`config.mk`:
```
export PLATFORM = sky130hd
export DESIGN_NAME = uart_rx_hold
export DESIGN_NICKNAME = d
export VERILOG_FILES = /design/src/rtl/uart_rx_hold.sv
export SDC_FILE = /design/constraint.sdc
export NUM_CORES = 1
export LEC_CHECK = 0
export BUFFER_PORTS_ARGS = -buffer_cell sky130_fd_sc_hd__buf_2
export CAP_MARGIN = 20
export CORE_MARGIN = 1
export CORE_UTILIZATION = 35
export CTS_BUF_LIST = sky130_fd_sc_hd__clkbuf_8
export DETAILED_ROUTE_END_ITERATION = 10
export GPL_ROUTABILITY_DRIVEN = 0
export SETUP_SLACK_MARGIN = 0.2
export SLEW_MARGIN = 40
export SYNTH_ARGS = -nofsm -noshare
export SYNTH_HDL_FRONTEND = slang
export SYNTH_SLANG_ARGS = --single-unit
```
`constraint.sdc`:
```
create_clock -name clk -period 2.6 [get_ports clk]
set_input_delay 0.52 -clock clk [delete_from_list [all_inputs] [get_ports clk]]
set_output_delay 0.52 -clock clk [all_outputs]
set_load 0.1 [all_outputs]
```
`src/rtl/uart_rx_hold.sv`:
```
module uart_rx_hold #(
  parameter int OVS = 16
) (
  input  logic       clk,
  input  logic       rst_n,
  input  logic       unit_en,
  input  logic       rx_en,
  input  logic       len7,
  input  logic       rxd,
  input  logic       host_rd,
  output logic [7:0] rx_data,
  output logic       rx_done_irq
);

  localparam int CW = (OVS > 2) ? $clog2(OVS) : 1;
  localparam logic [CW-1:0] HALF_M1 = CW'(OVS / 2 - 1);
  localparam logic [CW-1:0] FULL_M1 = CW'(OVS - 1);
  localparam logic [CW-1:0] CNT_ONE = CW'(1);

  typedef enum logic [1:0] {S_IDLE, S_START, S_DATA, S_STOP} st_t;

  st_t            st;
  logic [CW-1:0]  cnt;
  logic [2:0]     bidx;
  logic [7:0]     shreg;
  logic           short_q;
  logic           rxd_m, rxd_s;
  logic           rd_pend;
  logic           frm_done, ovr, load;
  logic [2:0]     last_idx;

  assign last_idx = short_q ? 3'd6 : 3'd7;
  assign frm_done = (st == S_STOP) && (cnt == FULL_M1);
  assign ovr      = frm_done & rd_pend;
  assign load     = frm_done & rx_en & ~ovr;

  always_ff @(posedge clk) begin
    if (!rst_n) begin
      rxd_m <= 1'b1;
      rxd_s <= 1'b1;
    end else begin
      rxd_m <= rxd;
      rxd_s <= rxd_m;
    end
  end

  always_ff @(posedge clk) begin
    if (!rst_n) begin
      st      <= S_IDLE;
      cnt     <= '0;
      bidx    <= '0;
      shreg   <= '0;
      short_q <= 1'b0;
    end else if (!unit_en) begin
      st  <= S_IDLE;
      cnt <= '0;
    end else begin
      case (st)
        S_IDLE: begin
          cnt <= '0;
          if (!rxd_s) begin
            st      <= S_START;
            short_q <= len7;
          end
        end
        S_START: begin
          if (cnt == HALF_M1) begin
            cnt  <= '0;
            bidx <= '0;
            st   <= rxd_s ? S_IDLE : S_DATA;
          end else begin
            cnt <= cnt + CNT_ONE;
          end
        end
        S_DATA: begin
          if (cnt == FULL_M1) begin
            cnt         <= '0;
            shreg[bidx] <= rxd_s;
            if (bidx == last_idx) st <= S_STOP;
            else                  bidx <= bidx + 3'd1;
          end else begin
            cnt <= cnt + CNT_ONE;
          end
        end
        default: begin
          if (cnt == FULL_M1) begin
            cnt <= '0;
            st  <= S_IDLE;
          end else begin
            cnt <= cnt + CNT_ONE;
          end
        end
      endcase
    end
  end

  always_ff @(posedge clk) begin
    if (!rst_n || !unit_en) begin
      rx_data     <= 8'hFF;
      rx_done_irq <= 1'b0;
      rd_pend     <= 1'b0;
    end else begin
      rx_done_irq <= load;
      if (load) begin
        rx_data <= {shreg[7] & ~len7, shreg[6:0]};
        rd_pend <= 1'b1;
      end else if (host_rd) begin
        rd_pend <= 1'b0;
      end
    end
  end

endmodule

```
==> results.json, run 1 <==
{
  "status": "finished, final reports clean",
  "grt_pass1_vias": 1036,
  "yosysUniqueCellTypes": 43,
  "synth_edf_count": 0,
  "switching_share": 0.209,
  "final_util": 0.422,
  "cts.sinks": 30,
  "core-area_mm2": 0.00372,
  "synthFlopType": "dfxtp_1",
  "top_usage_layer": "met2",
  "power_uw": 951,
  "maxCapViolCount": 0,
  "startpoint": "cnt[3]",
  "cp_max_fo": 12,
  "p_seq_frac": 0.487,
  "peakVddDrop_uv": 208,
  "end_kind": "flip-flop",
  "routedWlPerCell_um": 12.6,
  "place_area_mm2": 0.00146,
  "synthArstFlopShare": 0,
  "die_area_mm2": 0.00418,
  "yosysTopAreaCell": "dfxtp_1",
  "reg2regPathDepth": 5,
  "first_pass_iters": 4,
  "min_period_over_period": 0.625,
  "htree_levels": 2,
  "max-slew-margin-rel": 0.676,
  "r2r_slack_ns": 0.97,
  "cp-endpoint": "rx_data[1]",
  "vias": 1032,
  "hold_viol_final": 0,
  "grt.total_usage": 0.151,
  "setup_viol": 0,
  "synth-seq-cells": 30,
  "hold_path_startpoint": "rxd_m",
  "grt_max_degree": 19,
  "use_met2": 0.242,
  "cts_setup_buffers": 0,
  "viasPerCell": 5.01,
  "startpoint_type": "flip-flop",
  "ant_nets": 0,
  "fp.dieW_um": 64.7,
  "p_comb_frac": 0.025,
  "areaGrowthSynthToFinish_pct": 14.0,
  "ctsHoldBuffers": 0,
  "p_switching_uw": 199,
  "worstPathArrival_ns": 1.79,
  "powerDensity_mw_per_mm2": 607,
  "fillCellCount": 363,
  "ys_seq_area_frac": 0.437,
  "grt_pass1_wl_mm": 4.71,
  "die_h_um": 64.7,
  "fmax_mhz": 615,
  "power.share.clock": 0.488,
  "reg2reg_to": "rx_data[1]",
  "use_met1": 0.173,
  "drtIter0Drc": 71,
  "cts-root-buf": "clkbuf_8",
  "yosysWarnings": 0,
  "antenna_found_initial": 0,
  "final_layout_size_suffix_gt1_frac": 0.209,
  "rsz0062_at_grt": "false",
  "dpl.hpwl_mm": 1.85,
  "synth.most_common_cell": "dfxtp_1",
  "critPathKind": "flip-flop to flip-flop",
  "cts_tree": "yes",
  "cts_inserted_buffers": 5,
  "pin_count": 16,
  "clk_pin_slew_ns": 0.07,
  "min_period_ns": 1.63,
  "fin_nets": 166,
  "overflow": 0,
  "post_cts_resized": 0,
  "drc": 0,
  "r2r_start": "cnt[3]",
  "clk_latency_ns": 0.28,
  "synthTopCellsByCount": "dfxtp_1, nand2_1, mux2i_1, nand3_1, nor2_1",
  "cts_buffer_depth": 2,
  "rows": 22,
  "slew_viol_final": 0,
  "tightest_slew_ns": 0.489,
  "min_path_type": "flip-flop to flip-flop",
  "fin_area_mm2": 0.00157,
  "setup_tns_ns": 0,
  "syn_area_mm2": 0.00138,
  "leakagePower_uw": 0.000629,
  "synth_top_area_share": 0.437,
  "syn_nets": 152,
  "start_util": 0.370,
  "syn_area_per_cell_um2": 9.62,
  "totalWireLength_mm": 2.59,
  "portBuffers": 15,
  "pre_cts_ws_ns": 0.976,
  "p_int_uw": 752,
  "fin_worst_skew_ns": 0.00549,
  "synthCells": 143,
  "multi_input_area_um2": 704,
  "register_area_um2": 601,
  "critPathRequiredTime_ns": 2.77,
  "synthTopCellsByArea": "dfxtp_1, mux2i_1, nand2_1",
  "num_antenna_cells": 0,
  "setup_ws_ns": 0.975,
  "use_met3": 0.0528
}
[cell type report]
type                            instances  share of cell area
Timing Repair Buffer                   16              0.0527
Clock buffer                            5              0.0439
Inverter                                3             0.00718
Tap cell                               48              0.0383
Clock inverter                          3              0.0255
Sequential cell                        30               0.383
Multi-Input combinational cell        101               0.449
[metal layers]
metal	part of all wire	wire, um
met1	0.49	1260
met2	0.45	1170
met3	0.039	100
met4	0.023	59
met5	0	0
[logic make-up (layout without fill, tap and decap cells)]
family,Yosys count,count (layout),synth area share
adder cells (fa/ha/maj),2,2,0.0182
flip-flops,30,30,0.437
XOR/XNOR,2,2,0.0127
AND/OR/NAND/NOR,66,66,0.283
multiplexers,16,16,0.126
AO/OA/AOI/OAI,15,15,0.0728
buffers and inverters,12,27,0.0509
[registers in the layout (all words and copies together), names as in the netlist]
register	cells
rxd_s	1
rd_pend	1
st	2
cnt	4
shreg	8
short_q	1
rx_done_irq	1
rxd_m	1
rx_data	8
bidx	3
[power by group through the flow]
stage	logic, uW	clock network, uW	registers, uW
floorplan	17.6	0	473
global placement	23.1	0	474
detailed placement	23.9	0	474
CTS	23.8	475	463
global route	26.4	496	463
finish	23.4	464	464
[worst max-delay path: stages, from the launching register on]
cell	delay (ns)
dfxtp_1	0.59
nand4_1	0.22
nor3_1	0.21
buf_4	0.22
mux2i_1	0.20
nand2_1	0.07
[per-stage QoR]
step | std cells | hold WS, ns
global placement | 198 | 0.390
global route | 206 | 0.411
CTS | 206 | 0.409
finish | 206 | 0.407
detailed placement | 198 | 0.394
floorplan | 143 | 0.386
[how the worst min path moves through the flow]
| stage | to | slack [ns] | cells after the start |
|---|---|---|---|
| finish | rxd_s | 0.41 | 1 |
| global route | rxd_m | 0.41 | 2 |
| CTS | rxd_m | 0.41 | 2 |
| detailed placement | rxd_s | 0.39 | 1 |
| global placement | rxd_s | 0.39 | 1 |
| floorplan | rxd_s | 0.39 | 1 |
[cells in the final DEF, fill, tap and decap left out, types with 2 or more instances in the layout]
cell and n:
and3_2 2, buf_2 15, nand3_1 5, nand4_1 2
nand2b_1 3, ha_1 2, o21ai_0 4, a21oi_1 2
inv_1 3, nor2_1 5, dfxtp_1 30, clkbuf_8 5
xnor2_1 2, nor3_1 4, nand3b_1 4, mux2i_1 15
nor3b_1 4, clkinv_2 2, nand2_1 24, o211ai_1 2
(Power assumes the default switching activity.)
==> run 2: changes to the inputs <==
clock period = 1.41 ns   (was 2.6 ns; I/O delays follow)
==> results.json, run 2 (same netlist as run 1, synthesis figures left out) <==
{
  "slew_viol_final": 0,
  "vias": 1108,
  "first_pass_iters": 4,
  "pin_count": 16,
  "grt.total_usage": 0.145,
  "leakagePower_uw": 0.000735,
  "cts.sinks": 30,
  "die_area_mm2": 0.00418,
  "overflow": 0,
  "fp.dieW_um": 64.7,
  "layout_common_cells": "dfxtp_1, nand2_1, buf_4, mux2i_1, buf_6",
  "end_kind": "flip-flop",
  "dp.cells": 207,
  "min_path_type": "input port to flip-flop",
  "final_layout_size_suffix_gt1_frac": 0.376,
  "drc": 0,
  "slowest_delay_ns": 0.43,
  "tightest_slew_ns": 0.283,
  "reg_top3": "rx_data x8, shreg x8, cnt x4",
  "cts-root-buf": "clkbuf_8",
  "routedWlPerCell_um": 12.4,
  "critPathKind": "flip-flop to flip-flop",
  "cts_tree": "yes",
  "slowest_stage": "mux4_2",
  "min_period_over_period": 1.01,
  "setup_tns_ns": -0.0163,
  "peakVddDrop_uv": 435,
  "fin_worst_skew_ns": 0.00465,
  "die_h_um": 64.7,
  "drtIter0Drc": 34,
  "grt_pass1_vias": 1024,
  "critPathRequiredTime_ns": 1.58,
  "hold_viol_final": 0,
  "worstPathArrival_ns": 1.60,
  "path_cells": "ha_4 > and2_4 > nand2b_4 > mux4_2 > and2_1",
  "ctsHoldBuffers": 0,
  "rows": 22,
  "fmax_mhz": 704,
  "maxCapViolCount": 0,
  "cp_max_fo": 5,
  "violations": "negative setup slack",
  "setup_viol": 2,
  "max-slew-margin-rel": 0.809,
  "num_antenna_cells": 0,
  "met1_length_mm": 1.31,
  "clk_pin_slew_ns": 0.06,
  "cts_inserted_buffers": 5,
  "totalWireLength_mm": 2.73,
  "startpoint_type": "flip-flop",
  "setup_ws_ns": -0.0106,
  "top_layer": "met4",
  "powerDensity_mw_per_mm2": 872,
  "htree_levels": 2,
  "ant_nets": 0,
  "final_util": 0.491,
  "wl_met3_um": 94,
  "wl_met2_mm": 1.28,
  "core-area_mm2": 0.00372,
  "antenna_found_initial": 0,
  "fin_nets": 181,
  "final_common_cell": "dfxtp_1",
  "power_uw": 1590,
  "status": "finished with violations",
  "whs_ns": 0.182,
  "grt_max_degree": 13,
  "viasPerCell": 5.01,
  "grt_pass1_wl_mm": 4.51,
  "portBuffers": 15,
  "clk_latency_ns": 0.28,
  "cts_buffer_depth": 2,
  "dpl.hpwl_mm": 1.86,
  "rsz0062_at_grt": "true",
  "stdcell_count": 221,
  "start_util": 0.370,
  "areaGrowthSynthToFinish_pct": 32.8,
  "min_period_ns": 1.42
}
[run 2: through the flow]
| stage | instance area, um2 | worst slack [ns] |
|---|---|---|
| final | 1830 | -0.0106 |
| after global routing | 1830 | -0.0976 |
| after floorplan | 1410 | 0.0460 |
| after global placement | 1550 | 0.00203 |
| after detailed placement | 1550 | -0.0470 |
| after CTS | 1740 | -0.00807 |
[run 2: final timing paths]
path / from / endpoint / slack [ns] / cells past startpoint
setup / recovery: cnt[0] / st[0] / -0.01 / 5
hold / removal: rxd / rxd_m / 0.18 / 2
setup reg to reg: cnt[0] / st[0] / -0.01 / 5
hold reg to reg: rxd_m / rxd_s / 0.40 / 1
[run 2: cell type report]
class,count,area (um2)
clock buffers,6,82.6
clock inverters,2,8.76
fillers,357,1890
inverters,3,11.3
multi-input cells,101,796
flip-flops and latches,30,607
well taps,48,60.1
repair buffers,31,260
[run 2: worst max-delay path, delay by kind of cell (launching register included)]
kind | cells | cell delay (ns)
DFF | 1 | 0.35
muxes | 1 | 0.43
adders and majority gates | 1 | 0.16
and+or+nand+nor | 3 | 0.37
[run 2: power by group]
group	leakage [uW]	internal (uW)	switching (uW)
sequential	0.000244	852	3.21
combinational	0.000438	18.8	30.3
clock	0.0000524	385	302
[run 2: metal layers]
layer | track usage | vias to the layer above
met5 | 0 | -
met4 | 0.0694 | 0
met3 | 0.0634 | 5
met2 | 0.225 | 17
met1 | 0.170 | 525
li1 | - | 561
[run 2: what timing repair did]
item,CTS,global route
resized for setup,22,18
buffers inserted,4,1
gates cloned,1,0
pin swaps,3,5
endpoints found under the setup margin,32,30
==> run 3: changes to the inputs <==
MAX_ROUTING_LAYER = met4   (was not set)
RECOVER_POWER = 25   (was not set)
==> results.json, run 3 (same netlist as run 1, synthesis figures left out) <==
{
  "peakVddDrop_uv": 436,
  "fin_worst_skew_ns": 0.00432,
  "cts_buffer_depth": 2,
  "routedWlPerCell_um": 12.4,
  "maxCapViolCount": 0,
  "fin_nets": 181,
  "die_area_mm2": 0.00418,
  "overflow": 0,
  "p_switching_uw": 339,
  "die_h_um": 64.7,
  "first_pass_iters": 4,
  "reg2regPathDepth": 5,
  "p_int_uw": 1260,
  "cts_inserted_buffers": 5,
  "power_uw": 1600,
  "path_cells": "ha_4 > and2_4 > nand2b_4 > mux4_2 > and2_1",
  "status": "finished with violations",
  "setup_viol": 2,
  "r2r_slack_ns": -0.01,
  "tightest_slew_ns": 0.332,
  "slew_viol_final": 0,
  "hold_end": "rxd_m",
  "portBuffers": 15,
  "end_kind": "flip-flop",
  "critPathRequiredTime_ns": 1.59,
  "drc": 0,
  "multi_input_area_um2": 796,
  "reg2reg_to": "st[0]",
  "layout_common_cells": "dfxtp_1, nand2_1, mux2i_1, buf_4, buf_6",
  "power.share.clock": 0.433,
  "fmax_mhz": 704,
  "switching_share": 0.213,
  "final_layout_size_suffix_gt1_frac": 0.370,
  "totalWireLength_mm": 2.74,
  "clk_latency_ns": 0.28,
  "vias": 1105,
  "grt_pass1_vias": 1024,
  "num_antenna_cells": 0,
  "rsz0062_at_grt": "true",
  "drtIter0Drc": 39,
  "ctsHoldBuffers": 0,
  "r2r_start": "cnt[0]",
  "max-slew-margin-rel": 0.778,
  "critPathKind": "flip-flop to flip-flop",
  "final_common_cell": "dfxtp_1",
  "violations": "negative setup slack",
  "start_util": 0.370,
  "dpl.hpwl_mm": 1.86,
  "cts.sinks": 30,
  "grt_max_degree": 13,
  "startpoint_type": "flip-flop",
  "htree_levels": 2,
  "register_area_um2": 607,
  "whs_ns": 0.181,
  "p_seq_frac": 0.536,
  "pin_count": 16,
  "min_period_over_period": 1.01,
  "hold_viol_final": 0,
  "ant_nets": 0,
  "setup_ws_ns": -0.0109,
  "hold_path_startpoint": "rxd",
  "hold_depth": 2,
  "viasPerCell": 5.00,
  "grt_pass1_wl_mm": 4.51,
  "areaGrowthSynthToFinish_pct": 31.6,
  "fillCellCount": 359,
  "min_period_ns": 1.42,
  "worstPathArrival_ns": 1.60,
  "leakagePower_uw": 0.000724,
  "grt.total_usage": 0.149,
  "slowest_delay_ns": 0.43,
  "critPathTopFamily": "multiplexers",
  "clk_pin_slew_ns": 0.06,
  "cts_tree": "yes",
  "fp.dieW_um": 64.7,
  "p_comb_frac": 0.031,
  "core-area_mm2": 0.00372,
  "antenna_found_initial": 0,
  "powerDensity_mw_per_mm2": 882,
  "rows": 22,
  "critPathBufInv": 0,
  "slowest_stage": "mux4_2",
  "min_path_type": "input port to flip-flop",
  "cts-root-buf": "clkbuf_8",
  "reg_top3": "rx_data x8, shreg x8, cnt x4",
  "cp_max_fo": 5
}
-- run 3: final cells by class --
type                            instances  area share
Clock buffer                            6      0.0456
Tap cell                               48      0.0332
Sequential cell                        30       0.335
Timing Repair Buffer                   31       0.135
Inverter                                3     0.00622
Clock inverter                          2     0.00484
Multi-Input combinational cell        101       0.440
-- run 3: routing by layer --
layer / wire (um) / GRT usage / vias up
li1: - / - / 561
met1: 1300 / 0.170 / 522
met2: 1280 / 0.225 / 17
met3: 98 / 0.0634 / 5
met4: 53 / 0.0694 / 0
met5: 0 / - / -
-- run 3: power groups by stage --
stage          clock network, uW  registers (uW)  logic (uW)
2_1_floorplan                  0             872        32.3
4_1_cts                      714             855        48.4
3_5_place_dp                   0             874        47.9
5_1_grt                      755             855        55.1
6_report                     691             855        49.1
3_3_place_gp                   0             874        46.8
-- run 3: worst max path at each step --
stage                     slack [ns]  cells after the start          to   start
after global routing            -0.1                      6  rx_data[0]  cnt[0]
after CTS                     -0.008                      5    shreg[0]  cnt[0]
final                          -0.01                      5       st[0]  cnt[0]
after detailed placement       -0.05                      5  rx_data[2]   st[0]
after global placement         0.002                      5       st[0]  cnt[0]
after floorplan                 0.05                      5       st[0]  cnt[1]
-- run 3: worst reg2reg max path, cell delays in order (launching register included) --
cell and delay, ns:
dfxtp_2 0.35, ha_4 0.16, and2_4 0.16, nand2b_4 0.06, mux4_2 0.43, and2_1 0.15
-- run 3: repair_timing --
action / in CTS / in global routing
resized for setup: 22 / 18
setup buffers: 4 / 1
cloned: 1 / 0
pin swaps: 3 / 5
endpoints found under the setup margin: 32 / 30
-- run 3: per-stage QoR --
step           instances  setup slack, ns  instance area, um2  utilization  TNS (ns)
2_1_floorplan        143           0.0460                1410            -         0
3_3_place_gp         207          0.00203                1550        0.418         0
3_5_place_dp         207          -0.0470                1550        0.418    -0.276
4_1_cts              220         -0.00807                1740        0.468   -0.0329
5_1_grt              221          -0.0976                1810        0.487    -0.854
6_report             221          -0.0109                1810        0.487   -0.0180
